<file path="config.mk">
export PLATFORM = sky130hd
export DESIGN_NAME = seclk_top
export DESIGN_NICKNAME = d
export VERILOG_FILES = /design/src/rtl/seclk_pkg.sv /design/src/rtl/seclk_ctrl.sv /design/src/rtl/seclk_datapath.sv /design/src/rtl/seclk_top.sv
export SDC_FILE = /design/constraint.sdc
export NUM_CORES = 1
export LEC_CHECK = 0
export ABC_AREA = 1
export BUFFER_PORTS_ARGS = -buffer_cell sky130_fd_sc_hd__buf_2
export CORE_ASPECT_RATIO = 1.4
export CORE_UTILIZATION = 55
export DETAILED_ROUTE_END_ITERATION = 10
export PLACE_DENSITY_LB_ADDON = 0.3
export SLEW_MARGIN = 10
export SYNTH_ARGS = -nofsm -noshare
export SYNTH_HDL_FRONTEND = slang
export SYNTH_SLANG_ARGS = --single-unit
export TNS_END_PERCENT = 10
</file>
<file path="constraint.sdc">
create_clock -name clk -period 26.9 [get_ports clk]
set_input_delay 5.38 -clock clk [delete_from_list [all_inputs] [get_ports clk]]
set_output_delay 5.38 -clock clk [all_outputs]
set_load 0.01 [all_outputs]
</file>
<file path="src/rtl/seclk_pkg.sv">
package seclk_pkg;

  // Per-cycle strobes from the access control to the storage datapath
  typedef struct packed {
    logic regWr;     // write the addressed protected register
    logic lockWr;    // OR write data into the lock store
    logic rdLoad;    // update the read data register
    logic rdSrcLock; // read source is the lock store
    logic rdBlank;   // return zeros instead of stored data
    logic err;       // refused access this cycle
  } seclkStrobes_t;

endpackage

</file>
<file path="src/rtl/seclk_ctrl.sv">
module seclk_ctrl
  import seclk_pkg::*;
#(
  parameter int NumRegs = 8,
  parameter int AddrW   = 4
) (
  input  logic               wrEn,
  input  logic               rdEn,
  input  logic [AddrW-1:0]   addr,
  input  logic [NumRegs-1:0] lockWrBits,
  input  logic [NumRegs-1:0] lockRdBits,
  input  logic               selfLock,
  output seclkStrobes_t      strobes
);

  localparam int IdxW = (NumRegs > 1) ? $clog2(NumRegs) : 1;

  logic            isReg;
  logic            isLock;
  logic [IdxW-1:0] idx;
  logic            wrLocked;
  logic            rdLocked;
  logic            wrRefused;
  logic            rdRefused;

  always_comb begin
    isReg  = addr < AddrW'(NumRegs);
    isLock = addr == AddrW'(NumRegs);
    idx    = addr[IdxW-1:0];

    wrLocked = isReg && lockWrBits[idx];
    rdLocked = isReg && lockRdBits[idx];

    wrRefused = wrEn && (wrLocked || (isLock && selfLock) || (!isReg && !isLock));
    rdRefused = rdEn && (rdLocked || (!isReg && !isLock));

    strobes.regWr     = wrEn && isReg && !wrLocked;
    strobes.lockWr    = wrEn && isLock && !selfLock;
    strobes.rdLoad    = rdEn;
    strobes.rdSrcLock = isLock;
    strobes.rdBlank   = rdRefused;
    strobes.err       = wrRefused || rdRefused;
  end

endmodule

</file>
<file path="src/rtl/seclk_datapath.sv">
module seclk_datapath
  import seclk_pkg::*;
#(
  parameter int NumRegs = 8,
  parameter int DataW   = 32,
  parameter int AddrW   = 4
) (
  input  logic               clk,
  input  logic               rstN,
  input  seclkStrobes_t      strobes,
  input  logic [AddrW-1:0]   addr,
  input  logic [DataW-1:0]   wrData,
  output logic [NumRegs-1:0] lockWrBits,
  output logic [NumRegs-1:0] lockRdBits,
  output logic               selfLock,
  output logic [DataW-1:0]   rdData,
  output logic               err
);

  localparam int IdxW  = (NumRegs > 1) ? $clog2(NumRegs) : 1;
  localparam int LockW = 2 * NumRegs + 1;

  logic [DataW-1:0] regQ [NumRegs];
  logic [LockW-1:0] lockQ;
  logic [DataW-1:0] rdNext;
  logic [IdxW-1:0]  idx;

  assign idx = addr[IdxW-1:0];

  // Protected register bank, one write port
  for (genvar g = 0; g < NumRegs; g++) begin : g_reg
    always_ff @(posedge clk or negedge rstN) begin
      if (!rstN) begin
        regQ[g] <= '0;
      end else if (strobes.regWr && idx == IdxW'(g)) begin
        regQ[g] <= wrData;
      end
    end
  end

  // Lock store: set-only, cleared by real resets alone
  always_ff @(posedge clk or negedge rstN) begin
    if (!rstN) begin
      lockQ <= '0;
    end else if (strobes.lockWr) begin
      lockQ <= lockQ | wrData[LockW-1:0];
    end
  end

  always_comb begin
    if (strobes.rdBlank) begin
      rdNext = '0;
    end else if (strobes.rdSrcLock) begin
      rdNext = DataW'(lockQ);
    end else begin
      rdNext = regQ[idx];
    end
  end

  always_ff @(posedge clk or negedge rstN) begin
    if (!rstN) begin
      rdData <= '0;
      err    <= 1'b0;
    end else begin
      err <= strobes.err;
      if (strobes.rdLoad) begin
        rdData <= rdNext;
      end
    end
  end

  assign lockWrBits = lockQ[NumRegs-1:0];
  assign lockRdBits = lockQ[2*NumRegs-1:NumRegs];
  assign selfLock   = lockQ[2*NumRegs];

endmodule

</file>
<file path="src/rtl/seclk_top.sv">
module seclk_top
  import seclk_pkg::*;
#(
  parameter int NumRegs = 8,
  parameter int DataW   = 32,
  parameter int AddrW   = 4
) (
  input  logic             clk,
  input  logic             rstPorN,
  input  logic             rstSysN,
  input  logic             wrEn,
  input  logic             rdEn,
  input  logic [AddrW-1:0] addr,
  input  logic [DataW-1:0] wrData,
  input  logic             dbgUnlock,
  input  logic             scanMode,
  output logic [DataW-1:0] rdData,
  output logic             err
);

  logic               rstN;
  logic [NumRegs-1:0] lockWrBits;
  logic [NumRegs-1:0] lockRdBits;
  logic               selfLock;
  seclkStrobes_t      strobes;
  logic               unusedModeBits;

  // Only the true reset inputs form the reset term
  assign rstN = rstPorN & rstSysN;

  // Debug and scan status deliberately reach no state or gating
  assign unusedModeBits = dbgUnlock ^ scanMode;

  seclk_ctrl #(
    .NumRegs(NumRegs),
    .AddrW  (AddrW)
  ) u_ctrl (
    .wrEn      (wrEn),
    .rdEn      (rdEn),
    .addr      (addr),
    .lockWrBits(lockWrBits),
    .lockRdBits(lockRdBits),
    .selfLock  (selfLock),
    .strobes   (strobes)
  );

  seclk_datapath #(
    .NumRegs(NumRegs),
    .DataW  (DataW),
    .AddrW  (AddrW)
  ) u_dp (
    .clk       (clk),
    .rstN      (rstN),
    .strobes   (strobes),
    .addr      (addr),
    .wrData    (wrData),
    .lockWrBits(lockWrBits),
    .lockRdBits(lockRdBits),
    .selfLock  (selfLock),
    .rdData    (rdData),
    .err       (err)
  );

endmodule

</file>
# == Word level (Yosys, flattened, before mapping) ==
# Index checks and enable logic that the tools add are counted.
# word_totals
regBits,306
in_bits,43
# classes
bitwise_logic,3
order_cmp,3
n_mux,9
n_reduce_logical,27
eq_ne,8
# ops
operator,n
32-bit 2-to-1 mux,4
32-bit binary-select mux with 3-bit select,1
1-bit logical AND,18
17-bit OR,1
3-bit == test (second input constant),4
1-bit binary-select mux with 3-bit select,2
3-bit by 2-bit == test with 1-bit output (second input constant),2
4-bit == test (second input constant),1
4-bit >= comparator (second input constant),1
1-bit logical NOT,4
1-bit logical OR,4
3-bit by 4-bit less-than comparator with 1-bit output (second input constant),1
4-bit less-than comparator (second input constant),1
3-bit inverter with 4-bit output,1
3-bit by 1-bit == test with 1-bit output (second input constant),1
3-bit logical NOT,1
1-bit 2-to-1 mux,2
1-bit AND,1

# == Depth between registers and ports, before layout ==
# Gate-level depths: netlist of run 1.
# depth
depth_word,7
mapped_depth,12

# == Modules after synthesis ==
# A second synthesis of run 1 with hierarchy kept.
# hier_totals
hier_cells,1726
hier_area_um2,13830.8
# by_module_without_submodules
mod,seq_area_each_um2,area_per_inst_um2,instances,cells_each
seclk_datapath,7657.3,13501.7,1,1660
seclk_ctrl,0.0,321.6,1,64
seclk_top,0.0,7.5,1,2

# == Least setup slack after synthesis of run 1 ==
# OpenSTA, ideal clock, no wires.
# synth_timing
kind,input -> register
start,input addr[1]
end,register u_dp.rdData[16]
required_ns,26.834
setup_time_ns,0.066
t_arrival_ns,6.583
n_path_buf,2
path_stages,11
slack_ns,20.252
path_cell_list,buf_2 > inv_2 > nand2_2 > nor2_4 > nand2_2 > inv_2 > nor2_4 > nand2_1 > buf_2 > nand3_1 > nand2_1
# synth_between
elab_chain_len,6
# synth_rtl
element,line_no,rtl
from (decl),seclk_top.sv:13,"input logic [AddrW-1:0] addr,"
3-bit inverter with 4-bit output (not written as such) (tied with other cells),seclk_datapath.sv:56,rdNext = regQ[idx];
32-bit binary-select mux with 3-bit select (tied with other cells),seclk_datapath.sv:56,
32-bit 2-to-1 mux (not written as such) (tied with other cells),seclk_datapath.sv:56,
32-bit 2-to-1 mux (not written as such) or 1-bit logical OR (tied branches),"seclk_datapath.sv:56, seclk_ctrl.sv:35",
32-bit 2-to-1 mux or 1-bit logical AND (tied branches),"seclk_datapath.sv:53, seclk_ctrl.sv:35",
32-bit 2-to-1 mux *,seclk_datapath.sv:51,if (strobes.rdBlank) begin
to (signal assigned),seclk_datapath.sv:67,rdData <= rdNext;
to (decl),seclk_datapath.sv:16,"output logic [DataW-1:0] rdData,"
# Mark *: on every way between the ends. The rest lies on a longest branch, timed or not. The select of a mux whose other input is x is not followed.
# A chain may end at the register's enable or synchronous reset.

# == Worst setup path in the final report of run 1 ==
# layout_timing
start,input addr[2]
end,register u_dp.regQ[176] in the netlist's numbering
# layout_between
elab_chain_len,6
# layout_rtl
element,line_no,rtl
1-bit binary-select mux with 3-bit select,seclk_ctrl.sv:31,wrLocked = isReg && lockWrBits[idx];
1-bit 2-to-1 mux (not written as such),seclk_ctrl.sv:31,
1-bit logical AND,seclk_ctrl.sv:31,
1-bit logical NOT,seclk_ctrl.sv:37,strobes.regWr = wrEn && isReg && !wrLocked;
1-bit logical AND,seclk_ctrl.sv:37,
1-bit logical AND *,seclk_datapath.sv:35,end else if (strobes.regWr && idx == IdxW'(g)) begin
"to (signal, indexed assignment)",seclk_datapath.sv:36,regQ[g] <= wrData;
to (decl),seclk_datapath.sv:23,logic [DataW-1:0] regQ [NumRegs];
# Marked as above.

==> results of run 1 <==
-- cell type report --
type	count	area, um^2	share of cell area (%)
well taps	360	450	2.76
clock buffers	50	1020	6.27
flip-flops and latches	306	7660	46.9
repair buffers	102	596	3.64
multi-input cells	1408	6330	38.7
clock inverters	7	62.6	0.383
inverters	56	218	1.33
-- through the flow --
step	power, mW	worst slack (ns)	utilization [%]
2_1_floorplan	0.743	13.05	-
3_3_place_gp	0.794	17.60	57.9
3_5_place_dp	0.804	17.58	57.9
4_1_cts	1.26	18.10	62.0
5_1_grt	1.31	17.85	62.0
6_report	1.26	17.81	62.0
-- kinds of logic (layout without fill, tap and decap cells) --
family | Yosys count | after routing | synth area share [%]
flip-flops | 306 | 306 | 51.4
AO/OA/AOI/OAI | 61 | 61 | 2.40
AND/OR/NAND/NOR | 1347 | 1347 | 39.5
buffers and inverters | 239 | 215 | 6.70
-- registers in the layout, indices dropped and copies added (netlist names) --
name and cells:
u_dp.err 1, u_dp.lockQ 17, u_dp.rdData 32, u_dp.regQ 256
-- worst max-delay path, delay by kind of cell --
family                 cells  cell delay, ns
and+or+nand+nor            5            1.52
buffers and inverters      5            2.26
-- worst paths after layout --
path | from | end | slack (ns)
max in group asynchronous | rstPorN | u_dp.regQ[57] | 20.40
setup / recovery | addr[2] | u_dp.regQ[176] | 17.81
setup reg to reg | u_dp.lockQ[0] | u_dp.regQ[176] | 23.54
hold reg to reg | u_dp.regQ[174] | u_dp.regQ[174] | 0.47
min in group asynchronous | rstSysN | u_dp.regQ[232] | 5.01
hold / removal | u_dp.regQ[174] | u_dp.regQ[174] | 0.47
-- synthesized netlist by cell type, types with 4 or more instances --
| master | instances | area (um^2) |
|---|---|---|
| o21bai_1 | 13 | 97.6 |
| buf_1 | 10 | 37.5 |
| buf_2 | 51 | 255 |
| nand3_1 | 90 | 450 |
| inv_1 | 52 | 195 |
| clkbuf_2 | 15 | 75.1 |
| clkbuf_1 | 102 | 383 |
| o21ai_0 | 23 | 115 |
| a22oi_1 | 8 | 60.1 |
| a21oi_1 | 15 | 75.1 |
| buf_4 | 5 | 37.5 |
| dfrtp_1 | 306 | 7660 |
| nand4_1 | 278 | 1740 |
| nand2_1 | 728 | 2730 |
| inv_2 | 4 | 15.0 |
| nor2_1 | 245 | 920 |
-- routing by layer --
layer / share of wire [%] / up-vias / track usage, %
li1: - / 6312 / -
met1: 37 / 6695 / 40.9
met2: 48 / 741 / 56.4
met3: 8.2 / 198 / 5.83
met4: 6.4 / 0 / 21.1
met5: 0 / - / 0
-- cells in the final DEF (no fill, tap or decap), types with 23 or more instances in the layout --
master	Yosys	final
nand2_1	728	727
dfrtp_1	306	306
nand4_1	278	278
nor2_1	245	235
nand3_1	90	90
buf_2	51	73
inv_1	52	51
clkbuf_16	0	37
buf_4	5	28
o21ai_0	23	23
-- where the power goes --
| group | total [mW] | internal [mW] | switching, mW |
|---|---|---|---|
| logic | 0.198 | 0.0651 | 0.133 |
| registers | 0.603 | 0.553 | 0.0506 |
| clock network | 0.457 | 0.273 | 0.185 |
==> results.toml, run 1 <==
[clocking]
clock_latency_ns = 0.52
clock-sinks = 306
cts_tree = "built"
clkTransAtPathRegs_ns = 0.06
cts_buffer_depth = 3
root_buffer = "clkbuf_16"
cts_hold_buf = 0
cts_resized = 0
htree_levels = 2
cts_setup_buffers = 0
cts_buffers = 34

[cells_and_area]
drive_gt1_share_pct = 8.97
layout.cells.non_filler = 2289
final_cell_area_um2 = 16300
area_delta_synth_final_pct = 9.61
antenna_cells = 0
fillers = 2335
fin_nets = 1951

[global_route]
grt_pass1_vias = 13525
grt_max_degree = 205
antenna_found_initial = 0
grt_pass1_wl_um = 73000
globalRouteOverflowTotal = 0
track_usage_pct = 33.9

[timing]
slew_headroom_pct = 23.9
fmax_mhz = 110
timing.hold.ws_ns = 0.470
hold_viol = 0
tns_ns = 0
rsz0062_at_grt = "false"
finalSetupViolCount = 0
worstMarginPinSlew_ns = 1.14
fin_crit_ns = 9.09
skew_ns = 0.0142
drv_slew = 0
timing.final.crit_share_pct = 33.8

[setup_path]
startpoint_type = "primary input"
ff2ff_path_depth = 10
required_ns = 27.35
cp_slowest_stage_delay_ns = 0.60
worstPathMaxFanout = 204
crit_slowest_cell = "inv_2"
crit_type = "in2reg"
endpoint_kind = "flop"
path_cells = "buf_2 > buf_4 > inv_2 > nand3_1 > nand3_4 > buf_12 > nand3_1 > buf_4 > nand2_1 > nand2_1"
cp.arrival_ns = 9.53

[die]
die_x_um = 141
rows = 70
core_area_um2 = 26400
io_pins = 76
dieArea_um2 = 27800
initial_core_util_pct = 56.5
fp.dieH_um = 197

[place]
dpl.hpwl_um = 24600
io_buffers = 73
placed_area_um2 = 15300
placed_cells = 2232
gp_congestion = 0.834

[detailed_routing]
final_antenna_net_count = 0
vias = 13946
routed_wl_um = 45700
post-route-drc-count = 0
first_iter_violations = 1554
vias_per_cell = 6.09
dr.pass1.iters = 6
wl_per_cell_um = 20.0

[yosys]
async_flop_share_pct = 100
synthCells = 1953
ys_ff_latch = 306
ys_seq_area_share_pct = 51.4
synth.distinct_cells = 21
avgSynthCellArea_um2 = 7.63
yosys_warnings = 0
synthesis.nets = 1996
synth_edf_count = 0
synth_top_flop_cell = "dfrtp_1"
netlist_area_um2 = 14900

[pwr]
power_density_nw_per_um2 = 77.0
leakage_nw = 8.76
ir_drop_v = 0.0000481

[status]
status = "finished clean"

[flow_run]
drv_cap = 0

[hold_path]
hp-class = "reg2reg"
min_path_cells = 2
(Power assumes the default switching activity.)
==> inputs of run 2 (changes only) <==
clock period = 8 ns   (was 26.9 ns; I/O delays follow)
==> results.toml, run 2 (synthesis results as in run 1) <==
[detailed_routing]
final_antenna_net_count = 0
routed_wl_um = 45700
vias = 13939
wl_per_cell_um = 20.0
first_iter_violations = 1406
vias_per_cell = 6.08
post-route-drc-count = 0
dr.pass1.iters = 5

[pwr]
ir_drop_v = 0.000209
combPwrFrac_pct = 15.7
clkPwrFrac_pct = 37.0
pwr-share-seq_pct = 47.4
intPower_mw = 3.03
swShare_pct = 29.0
power_switching_mw = 1.24
power_density_nw_per_um2 = 260
leakage_nw = 8.78

[clocking]
root_buffer = "clkbuf_16"
cts_setup_buffers = 0
clkTransAtPathRegs_ns = 0.06
cts_hold_buf = 0
clock-sinks = 306
cts_buffers = 31
cts_resized = 0
htree_levels = 1
cts_tree = "built"
cts_buffer_depth = 3
clock_latency_ns = 0.56

[timing]
rsz0062_at_grt = "false"
fmax_mhz = 218
timing.final.crit_share_pct = 57.4
setup_ws_ns = 3.40
finalSetupViolCount = 0
worstMarginPinSlew_ns = 1.15
hold_viol = 0
drv_slew = 0
slew_headroom_pct = 23.2
fin_crit_ns = 4.60
tns_ns = 0
skew_ns = 0.0203

[die]
rows = 70
core_area_um2 = 26400
io_pins = 76
fp.dieH_um = 197
dieArea_um2 = 27800
initial_core_util_pct = 56.5
die_x_um = 141

[place]
io_buffers = 73
post-place-ws_ns = 2.95
gp_congestion = 0.821
dpl.hpwl_um = 24900

[setup_path]
cp_slowest_stage_delay_ns = 0.73
required_ns = 8.44
cp_common_cell = "buf_4"
worstPathMaxFanout = 75
path_cells = "buf_2 > buf_4 > nand3_1 > nand3_4 > buf_4 > nand3_1 > buf_4 > nand2_1 > nand2_1"
cp.arrival_ns = 5.03
endpoint_kind = "flop"
path_buf_inv = 4
crit_slowest_cell = "buf_4"
crit_family = "buffers and inverters"
startpoint_type = "primary input"
crit_type = "in2reg"

[status]
status = "finished clean"

[hold_path]
hp-class = "reg2reg"

[cells_and_area]
drive_gt1_share_pct = 9.22
ff_latch_area_um2 = 7660
multi_input_comb_area_um2 = 6330
top_regs = "u_dp.regQ: 256 flops, u_dp.rdData: 32 flops, u_dp.lockQ: 17 flops"
utilization_pct = 62.2
area_delta_synth_final_pct = 10.0
fillers = 2268
antenna_cells = 0
final_cell_mix = "727 x nand2_1, 306 x dfrtp_1, 278 x nand4_1"
mostFrequentLayoutCell = "nand2_1"
regMostFlops = "u_dp.regQ"
fin_nets = 1950
largest_reg_flops = 256

[global_route]
grt_pass1_wl_um = 72700
grt_max_degree = 203
grt_pass1_vias = 13526
globalRouteOverflowTotal = 0
track_usage_pct = 33.6
antenna_found_initial = 0

[flow_run]
drv_cap = 0
run 2: cell types whose count changed in the layout (fill, tap and decap cells not counted), sizes merged:
cell | before | now
buf | 102 | 104
clkbuf | 50 | 41
bufinv | 1 | 6
clkinvlp | 1 | 3
clkinv | 5 | 7
run 2: power groups by stage:
stage / sequential [mW] / combinational, mW / clock [mW]
floorplan: 2.02 / 0.480 / 0
CTS: 2.02 / 0.668 / 1.58
finish: 2.02 / 0.669 / 1.58
global placement: 2.03 / 0.641 / 0
detailed placement: 2.04 / 0.665 / 0
global route: 2.05 / 0.764 / 1.65
run 2: per-layer routing:
| metal | up-vias | share of wire [%] | GRT usage, % |
|---|---|---|---|
| met1 | 6754 | 38 | 42.1 |
| met4 | 0 | 5.7 | 19.4 |
| li1 | 6321 | - | - |
| met3 | 164 | 7.6 | 4.30 |
| met2 | 700 | 48 | 55.8 |
| met5 | - | 0 | 0 |
run 2: area by class of cell:
| type | count | area share, % |
|---|---|---|
| timing repair buffer | 104 | 3.88 |
| clock buffer | 41 | 5.26 |
| tap | 360 | 2.75 |
| sequential | 306 | 46.7 |
| multi-input combinational | 1408 | 38.6 |
| clock inverter | 16 | 1.52 |
| inverter | 56 | 1.30 |
run 2: worst paths after layout:
| kind | startpoint | to | slack (ns) | depth (start not counted) |
|---|---|---|---|---|
| setup / recovery | addr[2] | u_dp.regQ[45] | 3.40 | 9 |
| hold / removal | u_dp.regQ[170] | u_dp.regQ[170] | 0.47 | 2 |
| setup reg to reg | u_dp.lockQ[1] | u_dp.regQ[45] | 4.72 | 10 |
| hold reg to reg | u_dp.regQ[170] | u_dp.regQ[170] | 0.47 | 2 |
| max in group asynchronous | rstPorN | u_dp.regQ[196] | 5.39 | 4 |
| min in group asynchronous | rstSysN | u_dp.regQ[135] | 1.22 | 3 |
run 2: stage by stage:
step                      area (um^2)  power, mW  hold WS, ns  cells
after global placement          15300       2.67        0.448   2234
after floorplan                 14900       2.50        0.434   1953
after CTS                       16400       4.27        0.470   2291
after detailed placement        15300       2.70        0.456   2234
final                           16400       4.27        0.470   2291
after global routing            16400       4.47        0.483   2291
run 2: worst min-delay path, stage by stage (launching register included):
cell and delay (ns):
dfrtp_1 0.34, nand2_1 0.05, nand2_1 0.04
